### config.mk
export PLATFORM = sky130hd
export DESIGN_NAME = wdt_guarded
export DESIGN_NICKNAME = d
export VERILOG_FILES = /design/src/rtl/wdtg_pkg.sv /design/src/rtl/wdtg_rst_sync.sv /design/src/rtl/wdtg_ctrl.sv /design/src/rtl/wdtg_counter.sv /design/src/rtl/wdt_guarded.sv
export SDC_FILE = /design/constraint.sdc
export NUM_CORES = 1
export LEC_CHECK = 0
export ABC_CLOCK_PERIOD_IN_PS = 1100
export CAP_MARGIN = 20
export CORE_MARGIN = 1.5
export CORE_UTILIZATION = 35
export CTS_BUF_LIST = sky130_fd_sc_hd__clkbuf_8
export CTS_CLUSTER_DIAMETER = 200
export DETAILED_ROUTE_END_ITERATION = 12
export GPL_ROUTABILITY_DRIVEN = 0
export PLACE_DENSITY = 0.61
export SYNTH_ARGS = -nofsm -noshare
export SYNTH_HDL_FRONTEND = slang
export SYNTH_HIERARCHICAL = 1
export SYNTH_SLANG_ARGS = --single-unit
### constraint.sdc
create_clock -name clk -period 1.1 [get_ports clk]
set_input_delay 0.11 -clock clk [delete_from_list [all_inputs] [get_ports clk]]
set_output_delay 0.11 -clock clk [all_outputs]
set_load 0.005 [all_outputs]
### src/rtl/wdtg_pkg.sv
package wdtg_pkg;
  localparam int unsigned WIN_BIT = 4;
  localparam int unsigned ENA_BIT = 3;
  localparam int unsigned PSEL_W  = 3;
  localparam int unsigned NSEL    = 1 << PSEL_W;

  typedef struct packed {
    logic              win;
    logic              ena;
    logic [PSEL_W-1:0] psel;
  } wdtg_ctl_t;
endpackage

### src/rtl/wdtg_rst_sync.sv
module wdtg_rst_sync #(
  parameter int unsigned STAGES = 2
) (
  input  logic clk,
  input  logic rst_n_in,
  output logic rst_n_out
);
  logic [STAGES-1:0] sync_q;

  always_ff @(posedge clk or negedge rst_n_in) begin
    if (!rst_n_in) sync_q <= '0;
    else           sync_q <= {sync_q[STAGES-2:0], 1'b1};
  end

  assign rst_n_out = sync_q[STAGES-1];
endmodule

### src/rtl/wdtg_ctrl.sv
module wdtg_ctrl
  import wdtg_pkg::*;
#(
  parameter int unsigned WIN_CYCLES = 4,
  localparam int unsigned WIN_W = $clog2(WIN_CYCLES + 1)
) (
  input  logic             clk,
  input  logic             rst_n,
  input  logic             reg_wr,
  input  logic [4:0]       reg_wdata,
  input  logic             safe_strap,
  output wdtg_ctl_t        ctl,
  output logic             psel_chg
);
  logic              win_q, win_n;
  logic [WIN_W-1:0]  age_q, age_n;
  logic              ena_q, ena_n;
  logic [PSEL_W-1:0] psel_q, psel_n;
  logic              w_win, w_ena, unlock;
  logic [PSEL_W-1:0] w_psel;

  assign w_win  = reg_wdata[WIN_BIT];
  assign w_ena  = reg_wdata[ENA_BIT];
  assign w_psel = reg_wdata[PSEL_W-1:0];
  assign unlock = reg_wr && w_win && w_ena;

  always_comb begin
    win_n    = win_q;
    age_n    = age_q;
    ena_n    = ena_q;
    psel_n   = psel_q;
    psel_chg = 1'b0;
    // the window ages one step per cycle and closes on its last step
    if (win_q) begin
      if (age_q == WIN_W'(1)) win_n = 1'b0;
      else                    age_n = age_q - WIN_W'(1);
    end
    if (unlock) begin
      win_n = 1'b1;
      age_n = WIN_W'(WIN_CYCLES);
      if (!safe_strap) ena_n = 1'b1;
    end else if (reg_wr && !w_win) begin
      if (win_q) begin
        if (!safe_strap) ena_n = w_ena;
        psel_n   = w_psel;
        psel_chg = (w_psel != psel_q);
        win_n    = 1'b0;
      end else if (w_ena && !safe_strap) begin
        ena_n = 1'b1;
      end
    end
  end

  always_ff @(posedge clk or negedge rst_n) begin
    if (!rst_n) begin
      win_q  <= 1'b0;
      age_q  <= '0;
      ena_q  <= 1'b0;
      psel_q <= '0;
    end else begin
      win_q <= win_n;
      if (win_q || unlock) age_q <= age_n;
      if (reg_wr) begin
        ena_q  <= ena_n;
        psel_q <= psel_n;
      end
    end
  end

  assign ctl.win  = win_q;
  assign ctl.ena  = ena_q || safe_strap;
  assign ctl.psel = psel_q;
endmodule

### src/rtl/wdtg_counter.sv
module wdtg_counter
  import wdtg_pkg::*;
#(
  parameter int unsigned BASE_SHIFT = 14,
  localparam int unsigned CNT_W = BASE_SHIFT + NSEL - 1
) (
  input  logic              clk,
  input  logic              rst_n,
  input  logic              tick,
  input  logic              ena,
  input  logic              restart,
  input  logic [PSEL_W-1:0] psel,
  output logic              wd_reset
);
  logic [CNT_W-1:0] term [NSEL];
  logic [CNT_W-1:0] cnt_q, cnt_n;
  logic             fire, cnt_ld, pulse_q;

  for (genvar g = 0; g < NSEL; g++) begin : g_term
    assign term[g] = CNT_W'((64'd1 << (BASE_SHIFT + g)) - 64'd1);
  end

  always_comb begin
    cnt_n = cnt_q;
    fire  = 1'b0;
    if (!ena || restart) begin
      cnt_n = '0;
    end else if (tick) begin
      if (cnt_q == term[psel]) begin
        cnt_n = '0;
        fire  = 1'b1;
      end else begin
        cnt_n = cnt_q + CNT_W'(1);
      end
    end
  end

  assign cnt_ld = !ena || restart || tick;

  always_ff @(posedge clk or negedge rst_n) begin
    if (!rst_n) begin
      cnt_q   <= '0;
      pulse_q <= 1'b0;
    end else begin
      pulse_q <= fire;
      if (cnt_ld) cnt_q <= cnt_n;
    end
  end

  assign wd_reset = pulse_q;
endmodule

### src/rtl/wdt_guarded.sv
module wdt_guarded
  import wdtg_pkg::*;
#(
  parameter int unsigned BASE_SHIFT = 14,
  parameter int unsigned WIN_CYCLES = 4
) (
  input  logic       clk,
  input  logic       rst_n,
  input  logic       reg_wr,
  input  logic [7:0] reg_wdata,
  output logic [7:0] reg_rdata,
  input  logic       wd_clear,
  input  logic       safe_strap,
  input  logic       osc_tick,
  output logic       wd_reset
);
  logic      rst_n_s;
  wdtg_ctl_t ctl;
  logic      psel_chg;
  logic      unused_hi;

  assign unused_hi = ^reg_wdata[7:5];

  wdtg_rst_sync #(.STAGES(2)) u_rsync (
    .clk       (clk),
    .rst_n_in  (rst_n),
    .rst_n_out (rst_n_s)
  );

  wdtg_ctrl #(.WIN_CYCLES(WIN_CYCLES)) u_ctrl (
    .clk        (clk),
    .rst_n      (rst_n_s),
    .reg_wr     (reg_wr),
    .reg_wdata  (reg_wdata[4:0]),
    .safe_strap (safe_strap),
    .ctl        (ctl),
    .psel_chg   (psel_chg)
  );

  wdtg_counter #(.BASE_SHIFT(BASE_SHIFT)) u_cnt (
    .clk      (clk),
    .rst_n    (rst_n_s),
    .tick     (osc_tick),
    .ena      (ctl.ena),
    .restart  (wd_clear || psel_chg),
    .psel     (ctl.psel),
    .wd_reset (wd_reset)
  );

  assign reg_rdata = {3'b000, ctl.win, ctl.ena, ctl.psel};
endmodule

* Yosys cells after proc, flatten, opt, wreduce, memory -nomap -nowiden
Memory sizes are Yosys's and may differ from the RTL's. Index checks and enable logic that the tools add are counted.
Operators by class: add/sub/neg operators 2, order comparisons 1, equality and inequality tests 6, mux-type cells 25, bitwise operators 2, reductions and logical operators 20
Operators by type and width (number):
- $mux 21 | 5
- $add 21x1->21 const B | 1
- $eq 21x21->1 | 1
- $mux 1 | 17
- $mux 3 | 3
- $reduce_bool 2->1 | 3
- $logic_or 1x1->1 | 5
- $reduce_and 5->1 | 1
- $ge 4x4->1 const B | 1
- $logic_and 1x1->1 | 4
- $not 3->4 | 1
- $reduce_and 4->1 | 1
- $eq 3x1->1 const B | 1
- $logic_not 1->1 | 3
- $ne 3x3->1 | 1
- $ne 3x3->1 const B | 1
- $reduce_and 3->1 | 1
- $reduce_bool 3->1 | 1
- $sub 3x1->3 const B | 1
- $ne 2x1->1 const B | 1
- $ne 2x2->1 const B | 1
- $reduce_and 2->1 | 1
- $not 1->1 | 1
Word-level totals: register bits 32, bits in read-only memories 168, input port bits 14, logic and storage cells 64, memories 1
Memory list:
- (no name shown) | depth 8, width 21, read ports 1, clocked after Yosys merged registers in 0, write ports 0, RTL line wdtg_counter.sv:29 | if (cnt_q == term[psel]) begin

* Longest topological paths before layout
Gate-level depths: netlist (run 1).
depth after elaboration 8, depth in mapped cells 8, gate-level depth less buffers 8

* Modules after synthesis
Netlist (run 1), hierarchy kept.
By module, submodules not included:
- wdtg_counter | times used 1, cells an instance 139, area each 1412.6 sq um
- wdtg_ctrl | times used 1, cells an instance 38, area each 432.9 sq um
- wdtg_rst_sync | times used 1, cells an instance 3, area each 53.8 sq um
- wdt_guarded | times used 1, cells an instance 5, area each 32.5 sq um

* Worst setup path after synthesis (run 1)
OpenSTA, ideal clock, no wires.
path type register to register, start point reg u_ctrl.psel_q[0], end point reg u_cnt.cnt_q[8], arrival time 1999 ps, required time 963 ps, setup slack -1035 ps, cell stages (with the launch flop) 9, path through dfrtp_1 > xnor2_1 > a31oi_1 > or2_1 > nor3b_1 > nor3b_2 > and3_1 > xnor2_1 > nor3_2
Between the ends: cells in the longest elaborated chain, start to end 8
Ends and longest elaborated chain:
- start, declared | RTL line wdtg_ctrl.sv:18 | logic [PSEL_W-1:0] psel_q, psel_n;
- start signal, assigned | RTL line wdtg_ctrl.sv:65 | psel_q <= psel_n;
- $ne 3x3->1 * | RTL line wdtg_ctrl.sv:46 | psel_chg = (w_psel != psel_q);
- $mux 1 * | RTL line wdtg_ctrl.sv:43 | if (win_q) begin
- $mux 1 * | RTL line wdtg_ctrl.sv:42 | end else if (reg_wr && !w_win) begin
- $mux 1 * | RTL line wdtg_ctrl.sv:38 | if (unlock) begin
- net psel_chg | RTL line wdt_guarded.sv:19 | logic psel_chg;
- $logic_or 1x1->1 * | RTL line wdt_guarded.sv:45 | .restart (wd_clear || psel_chg),
- $logic_or 1x1->1 * | RTL line wdtg_counter.sv:26, wdtg_counter.sv:38
- $reduce_bool 2->1 (no source line) or $logic_or 1x1->1 (tied branches)
- $reduce_and 2->1 (no source line)
- end signal, assigned | RTL line wdtg_counter.sv:46 | if (cnt_ld) cnt_q <= cnt_n;
- end, declared | RTL line wdtg_counter.sv:16 | logic [CNT_W-1:0] cnt_q, cnt_n;
Mark *: on every way through the listed nets, which the timed path passes. The rest lies on a longest branch. The select of a mux whose other input is x is not followed. A chain may end at the register's enable or synchronous reset.

* Final worst setup path (run 1)
start point reg u_ctrl.psel_q[2], end point reg u_cnt.cnt_q[9]
Between the ends: cells in the longest elaborated chain, start to end 8
Ends and longest elaborated chain:
- $not 3->4 (not written as such) or $ne 3x3->1 (tied branches) | RTL line wdtg_counter.sv:29, wdtg_ctrl.sv:46
- $mem_v2 8x21 or $mux 1 (tied branches)
- $mux 21 (not written as such) or $mux 1 (tied branches) | RTL line wdtg_counter.sv:29, wdtg_ctrl.sv:42
- $mux 21 (not written as such) or $mux 1 (tied branches) | RTL line wdtg_counter.sv:29, wdtg_ctrl.sv:38
- $eq 21x21->1 or $logic_or 1x1->1 (tied branches) | RTL line wdtg_counter.sv:29, wdt_guarded.sv:45
- $mux 21 or $logic_or 1x1->1 (tied branches) | RTL line wdtg_counter.sv:29, wdtg_counter.sv:26, wdtg_counter.sv:38
- $mux 21, or another cell as far along | RTL line wdtg_counter.sv:28 | end else if (tick) begin
- $mux 21 or $reduce_and 2->1 (tied branches)
Parallel ways exist; a longest one is shown, timed or not. The select of a mux whose other input is x is not followed.

==> run_results.csv, run 1 <==
group,metric,value,unit
global_route,grt_max_degree,31,
die,die_h,77.3,um
timing,min_period_over_period,183,%
critical_path,arrival,2.18,ns
yosys,ys_ff_latch,32,
final_layout,finalInstanceArea,2980,um2
clocking,clockBufferDepth,2,
die,die_width,77.3,um
die,rows,26,
global_route,grt_pass1_vias,1721,
power,irDropWorstVdd,1.05,mV
drt,routed_via_density,4.94,
final_layout,antenna_cells,0,
power,p_leak,1.31,nW
global_route,overflow,0,
placed_design,dpl_cell_area,2510,um2
yosys,syn_inst,185,
drt,postRouteAntennaNets,0,
yosys,async_flop_share,100,%
power,seqPwrFrac,34.6,%
drt,wl_per_cell,14.8,um
flow_run,max_cap_viol_count,0,
final_layout,area_growth,54.1,%
die,dieArea,5970,um2
drt,via_count,1649,
die,ios,23,
final_layout,finalNonFillerCells,334,
critical_path,critPathKind,"reg2reg",
clocking,cts_tree,"yes",
drt,dr_wl_met2,2480,um
power,switching_share,32.3,%
yosys,synth-compound-area-share,8.42,%
critical_path,critPathLaunchType,"flip-flop",
drt,drc,0,
global_route,antenna_found_initial,0,
clocking,numCtsBuffers,5,
outcome,violations,"setup timing",
global_route,grt_pass1_wl,8070,um
placed_design,placed_cells,311,
power,comb_power_share,42.3,%
yosys,ys.flop_type,"dfrtp_1",
drt,dr.pass1.iters,4,
timing,setup_ws,-0.909,ns
drt,wirelength,4950,um
yosys,synthXorXnorAreaFrac,10.4,%
yosys,syn-cell-area,1930,um2
placed_design,dp_worst_setup_slack,-1.06,ns
final_layout,drive_gt1_share,48.9,%
clocking,path_clk_slew,0.07,ns
timing,fmax,498,MHz
final_layout,num-nets-final,280,
placed_design,port-buffer-count,16,
min_path,hold_class,"reg2async",
critical_path,worstPathMaxFanout,9,
critical_path,ff2ff_setup_slack,-0.91,ns
timing,period_needed,2.01,ns
outcome,status,"finished with violations",
power,power,4.09,mW
yosys,synth-simple-area-share,29.1,%
timing,setup_viol,28,
power,p_int,2.77,mW
critical_path,crit_path_end_kind,"flip-flop",
power,powerDensity,1380,nW/um2
yosys,seq_area_frac_synth,41.5,%
clocking,htree_levels,2,
yosys,synth_cell_types,48,
yosys,synth_edf_count,0,
drt,met1_length,2270,um
power,power.switching,1.32,mW
critical_path,required,1.28,ns
power,pwr-share-clk,23.1,%
die,core_area,5200,um2
drt,routed.top_layer,"met4",
yosys,avgSynthCellArea,10.4,um2
timing,drv_slew,0,
yosys,muxShareOfSynthArea,2.33,%
placed_design,dp_hpwl,2990,um
timing,grt_setup_unrepaired,"yes",
clocking,cts_sinks,32,
clocking,clock-root-buffer,"clkbuf_8",
timing,finClkSkew,0.00572,ns
yosys,yosys.area_share.adder,1.94,%
timing,hold_violations,0,
drt,wl_met3,114,um
die,start_util,37.1,%
clocking,clock_latency,0.29,ns
yosys,synth_top_family_by_area,"simple AND/OR/NAND/NOR gates",
yosys,ys_warn_count,6,
drt,drt-initial-drc-count,91,
global_route,grt_use_total,17.6,%
layout by cell type (no fill, tap or decap), types with 3 or more instances in the layout:
cell type	Yosys	layout
and3_1	4	4
buf_12	1	4
buf_4	4	49
buf_6	3	9
clkbuf_8	0	6
clkdlybuf4s50_1	0	10
conb_1	2	4
dfrtp_1	32	30
inv_1	5	5
inv_2	1	3
mux2_4	3	3
nand2_1	13	10
nand3_1	11	7
nand3_2	0	4
nand4_1	5	5
nor2_1	9	6
nor3_1	13	8
nor3_2	11	15
o21ai_0	3	3
xnor2_1	7	6
xor2_1	16	14
flip-flops by register name, indices dropped and copies added, names as in the netlist:
signal / flops
u_cnt/cnt_q: 21
u_ctrl/age_q: 3
u_ctrl/psel_q: 3
u_rsync/sync_q: 2
u_ctrl/ena_q: 1
u_cnt/wd_reset: 1
u_ctrl/win_q: 1
final cells by class:
cell class / count / area (um2)
Fill cell: 443 / 2230
Multi-Input combinational cell: 139 / 1220
Sequential cell: 32 / 803
Timing Repair Buffer: 79 / 756
Tap cell: 70 / 87.6
Clock buffer: 6 / 82.6
Inverter: 6 / 22.5
Clock inverter: 2 / 7.51
routing by layer:
layer | vias up | GRT usage [%]
li1 | 807 | -
met1 | 814 | 22.7
met2 | 20 | 27.6
met3 | 8 | 5.12
met4 | 0 | 6.73
met5 | - | 0
kinds of logic (layout without fill, tap and decap cells):
family,Yosys count,in the layout
adders and majority gates,3,3
other,2,4
buffers and inverters,16,93
AOI/OAI and AO/OA,21,21
DFF,32,32
muxes,3,3
and+or+nand+nor,85,85
xor gates and xnor gates,23,23
synth_stat cells (all sizes together), types with 2 or more instances:
cell type | count | area [um2]
inv | 6 | 22.5
nand2b | 2 | 12.5
nand4b | 2 | 17.5
nor2b | 2 | 12.5
a211o | 2 | 17.5
nand3 | 11 | 55.1
and3 | 4 | 25.0
mux2 | 3 | 45.0
and4 | 3 | 28.8
ha | 3 | 37.5
a21oi | 3 | 15.0
nor3 | 24 | 175
a22o | 2 | 17.5
buf | 9 | 87.6
xnor2 | 7 | 61.3
xor2 | 16 | 140
dfrtp | 32 | 801
nand4 | 5 | 31.3
o21ai | 3 | 15.0
or2 | 3 | 18.8
nor2 | 9 | 33.8
conb | 2 | 7.51
o21a | 2 | 15.0
nand2 | 13 | 48.8
nor3b | 2 | 20.0
power by group through the flow:
| stage | registers [mW] | clock network [mW] | logic, mW |
|---|---|---|---|
| 2_1_floorplan | 1.47 | 0 | 0.690 |
| 3_3_place_gp | 1.41 | 0 | 1.14 |
| 3_5_place_dp | 1.42 | 0 | 1.15 |
| 4_1_cts | 1.40 | 0.973 | 1.51 |
| 5_1_grt | 1.43 | 1.02 | 1.89 |
| 6_report | 1.42 | 0.944 | 1.73 |
critical path: stages (launching register included):
cell       delay [ns]
dfrtp_1          0.39
buf_4            0.13
buf_8            0.12
nor3_4           0.04
buf_4            0.13
nor4bb_4         0.31
a2bb2oi_2        0.22
and4_4           0.32
clkbuf_16        0.19
nor3_2           0.04
timing repair:
item / 4_1_cts / 5_1_grt
setup endpoints to repair: 32 / 32
hold endpoints to repair: 2 / 0
hold buffers: 1 / 0
resized for setup: 48 / 22
gates cloned: 1 / 2
pin swaps: 26 / 13
buffers inserted: 11 / 4
through the flow:
step	util [%]	hold WS, ns	TNS, ns
after floorplan	-	-0.186	-13.04
after global routing	57.2	0.252	-20.81
after CTS	54.9	0.229	-18.03
after detailed placement	48.1	0.227	-21.63
after global placement	48.1	0.224	-21.01
final	57.2	0.215	-18.74
worst paths after layout:
check / start / to / depth (start not counted)
worst max-delay path: u_ctrl/psel_q[2]$_DFFE_PN0P_ / u_cnt/cnt_q[9]$_DFFE_PN0P_ / 9
max in group asynchronous: rst_n / u_rsync/sync_q[1]$_DFF_PN0_ / 2
worst max register to register: u_ctrl/psel_q[2]$_DFFE_PN0P_ / u_cnt/cnt_q[9]$_DFFE_PN0P_ / 9
worst min-delay path: u_rsync/sync_q[1]$_DFF_PN0_ / u_cnt/cnt_q[7]$_DFFE_PN0P_ / 1
min in group clk: u_rsync/sync_q[0]$_DFF_PN0_ / u_rsync/sync_q[1]$_DFF_PN0_ / 0
worst min register to register: u_rsync/sync_q[1]$_DFF_PN0_ / u_cnt/cnt_q[7]$_DFFE_PN0P_ / 1
Power figures use the tool's default switching activity.
==> inputs of run 2 (changes only) <==
Settings changed: CORE_MARGIN 1.5 to 2.
==> run_results.csv, run 2 (same netlist as run 1, synthesis figures left out) <==
group,metric,value,unit
die,rows,27,
final_layout,largestRegisters,"u_cnt/cnt_q: 21 flops, u_ctrl/age_q: 3 flops, u_ctrl/psel_q: 3 flops",
critical_path,r2r_end,"u_cnt/cnt_q[5]$_DFFE_PN0P_",
drt,drt-initial-drc-count,114,
final_layout,largest_reg_flops,21,
placed_design,dpl_cell_area,2480,um2
global_route,grt_pass1_vias,1648,
final_layout,final_cell_mix,"50 x buf_4, 30 x dfrtp_1, 14 x nor3_2, 14 x xor2_1",
power,p_leak,1.30,nW
final_layout,drive_gt1_share,47.7,%
die,core_area,5410,um2
timing,setup_viol,30,
timing,period_needed,1.99,ns
min_path,hold_class,"reg2async",
critical_path,critPathLaunchType,"flip-flop",
timing,fin_setup_tns,-17.87,ns
flow_run,max_cap_viol_count,0,
critical_path,worstPathMaxFanout,3,
drt,routed_via_density,4.78,
placed_design,port-buffer-count,16,
global_route,grt_max_degree,18,
critical_path,crit_path_end_kind,"flip-flop",
power,pwr-share-clk,26.9,%
critical_path,setup.worst_path.start,"u_ctrl/psel_q[2]$_DFFE_PN0P_",
power,p_int,2.90,mW
final_layout,largest_register,"u_cnt/cnt_q",
outcome,violations,"setup timing",
clocking,cts_tree,"yes",
drt,drc,0,
power,comb_power_share,38.8,%
final_layout,finalInstanceArea,2910,um2
critical_path,crit_path_end,"u_cnt/cnt_q[5]$_DFFE_PN0P_",
final_layout,finalNonFillerCells,334,
clocking,htree_levels,2,
clocking,clock_latency,0.29,ns
power,seqPwrFrac,34.3,%
critical_path,critPathKind,"reg2reg",
drt,wirelength,4640,um
drt,dr.pass1.iters,4,
timing,min_period_over_period,181,%
placed_design,placed_cells,311,
timing,hold_violations,0,
global_route,overflow,0,
drt,postRouteAntennaNets,0,
timing,drv_slew,0,
die,die_h,78.3,um
critical_path,ff2ff_setup_slack,-0.89,ns
final_layout,area_growth,50.8,%
outcome,status,"finished with violations",
final_layout,antenna_cells,0,
power,power.switching,1.27,mW
clocking,clockBufferDepth,2,
timing,setup_ws,-0.892,ns
drt,wl_per_cell,13.9,um
clocking,cts_sinks,32,
clocking,path_clk_slew,0.07,ns
critical_path,arrival,2.19,ns
timing,grt_setup_unrepaired,"yes",
final_layout,utilization,53.9,%
die,ios,23,
timing,finClkSkew,0.00945,ns
critical_path,reg2reg_depth,9,
die,start_util,35.7,%
placed_design,dp_hpwl,3080,um
final_layout,num-nets-final,278,
critical_path,rr_startpoint,"u_ctrl/psel_q[2]$_DFFE_PN0P_",
die,dieArea,6130,um2
final_layout,fillers,466,
clocking,numCtsBuffers,5,
final_layout,layout_commonest_cell,"buf_4",
global_route,grt_use_total,15.3,%
clocking,clock-root-buffer,"clkbuf_8",
critical_path,required,1.30,ns
timing,fmax,502,MHz
power,irDropWorstVdd,1.35,mV
drt,via_count,1598,
power,switching_share,30.5,%
power,powerDensity,1430,nW/um2
die,die_width,78.3,um
global_route,grt_pass1_wl,7420,um
global_route,antenna_found_initial,0,
-- run 2: through the flow --
stage	total power [mW]	hold WS (ns)	worst slack [ns]
final	4.17	0.205	-0.892
after global routing	4.40	0.229	-0.995
after CTS	3.97	0.215	-0.848
after detailed placement	2.57	0.213	-1.04
after global placement	2.56	0.200	-0.995
after floorplan	2.16	-0.186	-0.723
-- run 2: final cells by class --
| type | count | area, um2 | share of cell area (%) |
|---|---|---|---|
| multi-input cells | 139 | 1200 | 41.3 |
| flip-flops and latches | 32 | 803 | 27.6 |
| repair buffers | 77 | 687 | 23.6 |
| well taps | 72 | 90.1 | 3.09 |
| clock buffers | 5 | 68.8 | 2.36 |
| clock inverters | 3 | 38.8 | 1.33 |
| inverters | 6 | 22.5 | 0.773 |
-- run 2: per-layer routing --
layer / up-vias / track usage (%) / routed length, um
met4: 0 / 4.74 / 51
met5: - / 0 / 0
li1: 802 / - / -
met3: 7 / 3.45 / 117
met1: 768 / 19.8 / 2090
met2: 21 / 25.5 / 2390
-- run 2: how the worst min path moves through the flow --
stage	endpoint	start
finish	u_cnt/cnt_q[2]$_DFFE_PN0P_	u_rsync/sync_q[1]$_DFF_PN0_
global route	u_cnt/cnt_q[2]$_DFFE_PN0P_	u_rsync/sync_q[1]$_DFF_PN0_
CTS	u_cnt/cnt_q[2]$_DFFE_PN0P_	u_rsync/sync_q[1]$_DFF_PN0_
detailed placement	u_cnt/cnt_q[5]$_DFFE_PN0P_	u_rsync/sync_q[1]$_DFF_PN0_
global placement	u_cnt/cnt_q[5]$_DFFE_PN0P_	u_rsync/sync_q[1]$_DFF_PN0_
floorplan	u_rsync/sync_q[0]$_DFF_PN0_	rst_n
-- run 2: repair_timing --
action / CTS / global route
hold endpoints to repair: 2 / 0
hold buffers: 1 / 0
pin swaps: 9 / 25
setup endpoints to repair: 31 / 30
resized for setup: 33 / 26
buffers inserted: 3 / 12
cloned: 0 / 1
-- run 2: worst max-delay path, stage by stage, from the launching register on --
cell and delay, ns:
dfrtp_1 0.40, xnor2_1 0.17, a31oi_1 0.09, or2_1 0.27, nor3b_4 0.36, buf_4 0.18
or3b_4 0.13, nor2_2 0.05, xnor2_1 0.11, nor3_1 0.14
-- run 2: power by group through the flow --
stage	Clock [mW]	Sequential, mW	Combinational [mW]
finish	1.12	1.43	1.62
global route	1.20	1.45	1.75
CTS	1.15	1.42	1.41
detailed placement	0	1.41	1.16
global placement	0	1.41	1.15
floorplan	0	1.47	0.690
